==> src/rtl/spi_sck_divider.sv <==
module spi_sck_divider #(
  parameter int CNT_W = 17
) (
  input  logic       clk,
  input  logic       rst_n,
  input  logic       en,
  input  logic       cpol,
  input  logic [1:0] pre_sel,
  input  logic [3:0] scl_sel,
  output logic       sck,
  output logic       lead_pulse,
  output logic       trail_pulse
);

  function automatic logic [CNT_W-1:0] half_ratio(input logic [1:0] p, input logic [3:0] s);
    int unsigned pr, sh;
    case (p)
      2'd0: pr = 2;
      2'd1: pr = 3;
      2'd2: pr = 5;
      default: pr = 7;
    endcase
    sh = (s < 4'd4) ? (32'(s) + 1) : (32'd1 << (32'(s) - 1));
    return CNT_W'(pr * sh);
  endfunction

  logic             active_q, cpol_q, sck_q, lead_q, trail_q;
  logic [CNT_W-1:0] cnt_q, half_q;
  logic             wrap;

  assign wrap = (cnt_q == half_q - 1'b1);

  always_ff @(posedge clk or negedge rst_n) begin
    if (!rst_n) begin
      active_q <= 1'b0;
      cpol_q   <= 1'b0;
      sck_q    <= 1'b0;
      lead_q   <= 1'b0;
      trail_q  <= 1'b0;
      cnt_q    <= '0;
      half_q   <= '0;
    end else if (!en) begin
      active_q <= 1'b0;
      lead_q   <= 1'b0;
      trail_q  <= 1'b0;
      cnt_q    <= '0;
    end else if (!active_q) begin
      active_q <= 1'b1;
      half_q   <= half_ratio(pre_sel, scl_sel);
      cpol_q   <= cpol;
      sck_q    <= cpol;
      cnt_q    <= '0;
      lead_q   <= 1'b0;
      trail_q  <= 1'b0;
    end else if (wrap) begin
      cnt_q   <= '0;
      sck_q   <= ~sck_q;
      lead_q  <= (sck_q == cpol_q);
      trail_q <= (sck_q != cpol_q);
    end else begin
      cnt_q   <= cnt_q + 1'b1;
      lead_q  <= 1'b0;
      trail_q <= 1'b0;
    end
  end

  assign sck         = active_q ? sck_q : cpol;
  assign lead_pulse  = lead_q;
  assign trail_pulse = trail_q;


  strobes_exclusive_chk: assert property (@(posedge clk) disable iff (!rst_n)
    !(lead_q && trail_q));


  lead_leaves_idle_chk: assert property (@(posedge clk) disable iff (!rst_n)
    lead_q |-> (sck_q != cpol_q));


  trail_returns_idle_chk: assert property (@(posedge clk) disable iff (!rst_n)
    trail_q |-> (sck_q == cpol_q));


  idle_quiet_chk: assert property (@(posedge clk) disable iff (!rst_n)
    !active_q |-> (!lead_q && !trail_q));


  ratio_frozen_chk: assert property (@(posedge clk) disable iff (!rst_n)
    (active_q && $past(active_q)) |-> ($stable(half_q) && $stable(cpol_q)));


  count_bounded_chk: assert property (@(posedge clk) disable iff (!rst_n)
    active_q |-> (cnt_q < half_q));

endmodule

==> config.mk <==
export PLATFORM = sky130hd
export DESIGN_NAME = spi_sck_divider
export DESIGN_NICKNAME = d
export VERILOG_FILES = /design/src/rtl/spi_sck_divider.sv
export SDC_FILE = /design/constraint.sdc
export NUM_CORES = 1
export LEC_CHECK = 0
export BUFFER_PORTS_ARGS = -buffer_cell sky130_fd_sc_hd__buf_2
export CORE_UTILIZATION = 47
export DETAILED_ROUTE_END_ITERATION = 10
export PLACE_DENSITY_LB_ADDON = 0.1
export SKIP_CTS_REPAIR_TIMING = 1
export SLEW_MARGIN = 20
export SYNTH_ARGS = -nofsm -noshare
export SYNTH_HDL_FRONTEND = slang
export SYNTH_SLANG_ARGS = --single-unit
==> constraint.sdc <==
create_clock -name clk -period 2.41 [get_ports clk]
set_input_delay 0 -clock clk [delete_from_list [all_inputs] [get_ports clk]]
set_output_delay 0 -clock clk [all_outputs]
set_load 0.05 [all_outputs]
# Word level (Yosys, flattened, before mapping)
# Index checks and enable logic that the tools add are counted.
[totals]
register_bits = 39
in_bits = 10
out_inout_bits = 3
[classes]
addsub = 4
mul = 1
n_lt_le_gt_ge = 1
eq_ne = 6
shifts = 1
mux = 17
bitwise_logic = 2
reduce_logical = 3
[op_table]
columns = ["operator", "count"]
rows = [
  ["$mux W32", 3],
  ["$mux W17", 3],
  ["$mul A32 B32 Y17", 1],
  ["$shl A1 B32 Y32 const A", 1],
  ["$add A17 B1 Y17 const B", 1],
  ["$eq A17 B17 Y1", 1],
  ["$sub A17 B1 Y17 const B", 1],
  ["$mux W1", 10],
  ["$pmux W3 S3", 1],
  ["$add A4 B1 Y5 const B", 1],
  ["$sub A4 B1 Y5 const B", 1],
  ["$lt A4 B3 Y1 const B", 1],
  ["$reduce_and A2 Y1", 2],
  ["$eq A2 B1 Y1 const B", 1],
  ["$eq A2 B2 Y1 const B", 1],
  ["$logic_not A2 Y1", 1],
  ["$ne A2 B1 Y1 const B", 1],
  ["$not A1 Y1", 2],
  ["$eq A1 B1 Y1", 1],
  ["$ne A1 B1 Y1", 1],
]

# Depth between registers and ports, before layout
[depth]
word_depth = 5
mapped_depth = 22
ltp_nobuf = 21

# Worst setup path after synthesis
# Ideal clock, no wire load.
[synth_timing]
path_type = "in2reg"
from = "input scl_sel[0]"
to = "register half_q[16]"
t_arrival_ns = 4.784
t_required_ns = 2.275
setup_slack_ns = -2.509
cell_stages = 21
cell_sequence = "inv_1 -> ha_1 -> xor2_1 -> nand2b_1 -> clkbuf_1 -> or4_1 -> fa_1 -> inv_1 -> ha_1 -> ha_1 -> ha_1 -> fa_1 -> ha_1 -> ha_1 -> o21a_1 -> nor2_1 -> a31oi_1 -> a221oi_1 -> o21ai_0 -> xnor2_1 -> o21ai_0"
[synth_between]
elab_chain_len = 4
elab_cells_between_ends = 6
classes_between = "add/sub (2); mul (1); order compare (1); shift (1); mux (1)"
[synth_lines]
columns = ["element", "line", "text"]
rows = [
  ["start: declaration", "9", "input logic [3:0] scl_sel,"],
  ["$sub A4 B1 Y5", "23", "sh = (s < 4'd4) ? (32'(s) + 1) : (32'd1 << (32'(s) - 1));"],
  ["$shl A1 B32 Y32", "23", ""],
  ["$mux W32 *", "23", ""],
  ["$mul A32 B32 Y17 *", "24", "return CNT_W'(pr * sh);"],
  ["end signal: assignment", "49", "half_q <= half_ratio(pre_sel, scl_sel);"],
  ["end: declaration", "28", "logic [CNT_W-1:0] cnt_q, half_q;"],
]
# Every way passes the cells marked *; elsewhere a longest branch is shown, timed or not.
# A chain may end at the register's enable or synchronous reset.

# Worst setup path after layout
[layout_timing]
from = "input scl_sel[0]"
to = "register half_q[14]"
# The elaborated chain is that of the path after synthesis.

==> run_results.csv <==
group,metric,value,unit
synth,synth_warnings,0,
sta,fin_skew,4.679,ps
finish,fin_util,69.78,%
status,status,"finished with violations",
floorplanning,start_util,49.04,%
power_and_ir_drop,swShare,36.09,%
sta,final-hold-violation-count,1,
global_routing,grt_pass1_wl,17.51,mm
synth,yosys-top-cells-area,"dfrtp_1 22%, ha_1 22%, fa_1 5.5%",
power_and_ir_drop,vdd_drop_max,0.2251,mV
worst_setup_path,end_kind,"register",
global_routing,global_route.overflow_total,0,
global_routing,grt_pass1_vias,3920,
power_and_ir_drop,p_total,0.002165,W
sta,finalSetupViolations,33,
sta,clock.fmax,0.2429,GHz
synth,synthesis.area,4339,um2
global_routing,grt.total_usage,22.32,%
finish,diodes,0,
power_and_ir_drop,clock_power_share,20.0,%
worst_hold_path,hp-start,"cpol",
worst_setup_path,critPathLaunchType,"primary input",
power_and_ir_drop,power_frac_seq,34.5,%
worst_setup_path,reg2reg_setup_slack,-200,ps
sta,worst_slack,-1706,ps
detailed_routing,via_per_inst,5.470,
clock_network,htreeDepth,2,
power_and_ir_drop,power.internal,0.001383,W
floorplanning,die_h,98.09,um
floorplanning,fp.coreArea,8848,um2
placed_design,gp_congestion,0.8620,
power_and_ir_drop,combPwrFrac,45.5,%
worst_setup_path,crit_type,"in2reg",
detailed_routing,drt_iter0_drc,72,
clock_network,cts_sinks,39,
status,violations,"DRC, hold timing, setup timing",
placed_design,hpwl,8.169,mm
global_routing,grt_antenna_before_repair,0,
worst_setup_path,crit_fanout,4,
floorplanning,die_x,98.09,um
detailed_routing,ant_nets,0,
synth,synth_flop_cell,"dfrtp_1",
synth,syn-num-nets,593,
finish,final_cell_mix,"90 x buf_4, 41 x ha_1, 38 x dfrtp_1",
detailed_routing,vias,3867,
synth,synth.distinct_cells,53,
synth,synth_area_leader_cell,"dfrtp_1",
synth,synthCells,495,
synth,synthArstFlopShare,100.0,%
sta,rsz0062_at_grt,"yes",
synth,synth_edf_count,0,
worst_hold_path,min_to,"cpol_q",
worst_hold_path,hold_class,"in2reg",
power_and_ir_drop,p_sw,0.0007813,W
sta,slew_violations,0,
detailed_routing,drcViolationCount,1,
sta,final.min_clock_period,4116,ps
clock_network,clock_latency,300,ps
sta,holdWs,-22.97,ps
finish,area_growth_syn_to_layout,42.30,%
synth,postSynthAreaPerCell,8.766,um2
run,cap_violations,0,
floorplanning,ioPinCount,13,
power_and_ir_drop,p_leak,2.791,nW
floorplanning,dieArea,9621,um2
detailed_routing,drt-total-wl,10.57,mm
clock_network,cts_tree,"built",
clock_network,root_buffer,"clkbuf_8",
finish,nets,696,
worst_setup_path,cp_data_arrival_time,4270,ps
clock_network,clk_path_buf_depth,2,
placed_design,dpl.cell_count,688,
sta,finalCritPeriodShare,170.8,%
sta,max-slew-margin-rel,43.96,%
worst_setup_path,r2r_end,"cnt_q[9]",
synth,ys_seq_elements,39,
finish,fillers,705,
worst_setup_path,critical_path_required,2560,ps
global_routing,grt_max_degree,40,
clock_network,clk_pin_slew_worst_paths,80,ps
finish,layout_commonest_cell,"buf_4",
synth,ys_seq_area_share,22.49,%
finish,drive_above_1_share,38.40,%
detailed_routing,routedWlPerCell,14.95,um
placed_design,port_buffers,12,
worst_setup_path,rr_worst_depth,10,
clock_network,cts-buffers-inserted,5,
floorplanning,row_count,34,
synth,netlist.area_leader.share,22.49,%
worst_setup_path,r2r_start,"half_q[1]",
sta,worstMarginPinSlew,840.6,ps
detailed_routing,drtPass1Iterations,7,
power_and_ir_drop,power_density,350.5,nW/um2
finish,final_cells,707,
worst_hold_path,min_path_cells,3,
==> metal layers <==
metal / wire length, um / share of wire [%] / vias up / global-route usage, %
li1: - / - / 1953 / -
met3: 184 / 1.7 / 18 / 1.790
met5: 0 / 0 / - / 0
met2: 5779 / 55 / 50 / 42.80
met1: 4356 / 41 / 1846 / 25.99
met4: 249 / 2.4 / 0 / 7.226
==> worst max-delay path by stage <==
| stage | from | to | slack (ps) | cells after the start |
|---|---|---|---|---|
| 4_1_cts | scl_sel[0] | half_q[16] | -1860 | 21 |
| 5_1_grt | scl_sel[0] | half_q[14] | -1880 | 21 |
| 3_5_place_dp | scl_sel[0] | half_q[16] | -2170 | 19 |
| 3_3_place_gp | scl_sel[0] | half_q[16] | -2080 | 19 |
| 2_1_floorplan | scl_sel[0] | half_q[16] | -1950 | 21 |
| 6_report | scl_sel[0] | half_q[14] | -1710 | 21 |
==> power groups by stage <==
| stage | clock network [W] | registers, W | logic [W] |
|---|---|---|---|
| after floorplan | 0 | 0.000755 | 0.000567 |
| after global routing | 0.000467 | 0.000754 | 0.00109 |
| after CTS | 0.000441 | 0.000739 | 0.000891 |
| after detailed placement | 0 | 0.000751 | 0.000886 |
| final | 0.000433 | 0.000746 | 0.000985 |
| after global placement | 0 | 0.000749 | 0.000869 |
==> registers in the layout, indices dropped and copies added, names as in the netlist <==
signal / cells
trail_pulse: 1
lead_pulse: 1
half_q: 17
active_q: 1
sck_q: 1
cpol_q: 1
cnt_q: 17
==> critical path, cell delays in order <==
cell,delay [ps]
buf_8,80
clkinvlp_4,90
ha_4,190
xor2_4,230
nand2b_4,80
or4_4,420
fa_1,450
inv_1,110
ha_4,120
ha_1,240
ha_4,230
fa_1,580
ha_4,220
ha_4,210
o21a_1,200
nor2_2,120
a31oi_2,60
a221oi_2,270
buf_4,160
xor2_1,130
o21ai_1,80
==> Yosys cell counts, drive strengths merged, types with 3 or more instances <==
cell    count
nor2b       4
nand4       6
clkbuf     14
ha         76
mux2        5
nor4       10
and3        5
a31oi       8
xor2       25
nor2       55
a21o        5
nand2      35
fa         12
dfrtp      39
xnor2      26
nand2b      9
o21ai      19
a21oi      16
nand4b      3
o211ai      4
or3        10
inv        35
and2        3
nand3b      4
nor3       18
nand3      21
==> logic make-up after synthesis <==
| kind of cell | after synthesis | synth area share (%) |
|---|---|---|
| adder cells (fa/ha/maj) | 88 | 27.45 |
| XOR/XNOR | 51 | 10.29 |
| multiplexers | 5 | 1.297 |
| AO/OA/AOI/OAI | 69 | 10.44 |
| flip-flops | 39 | 22.49 |
| buffers and inverters | 51 | 4.671 |
| AND/OR/NAND/NOR | 192 | 23.36 |
==> per-stage QoR <==
stage          worst slack (ps)  instance area, um2  hold WS (ps)  TNS [ps]
6_report                  -1706                6175        -22.97    -19670
5_1_grt                   -1879                6175         7.736    -23370
4_1_cts                   -1857                5577        -151.8    -21360
3_5_place_dp              -2172                5492         154.7    -25830
3_3_place_gp              -2077                5492         157.7    -24310
2_1_floorplan             -1947                4711        -295.6    -17580
==> area by class of cell <==
cell class	count	area (um2)	area share, %
Clock inverter	2	12.51	0.2026
Multi-Input combinational cell	405	3933	63.69
Inverter	35	135.1	2.188
Tap cell	108	135.1	2.188
Timing Repair Buffer	112	909.6	14.73
Sequential cell	39	977.2	15.83
Clock buffer	6	72.57	1.175
Power figures use the tool's default switching activity.
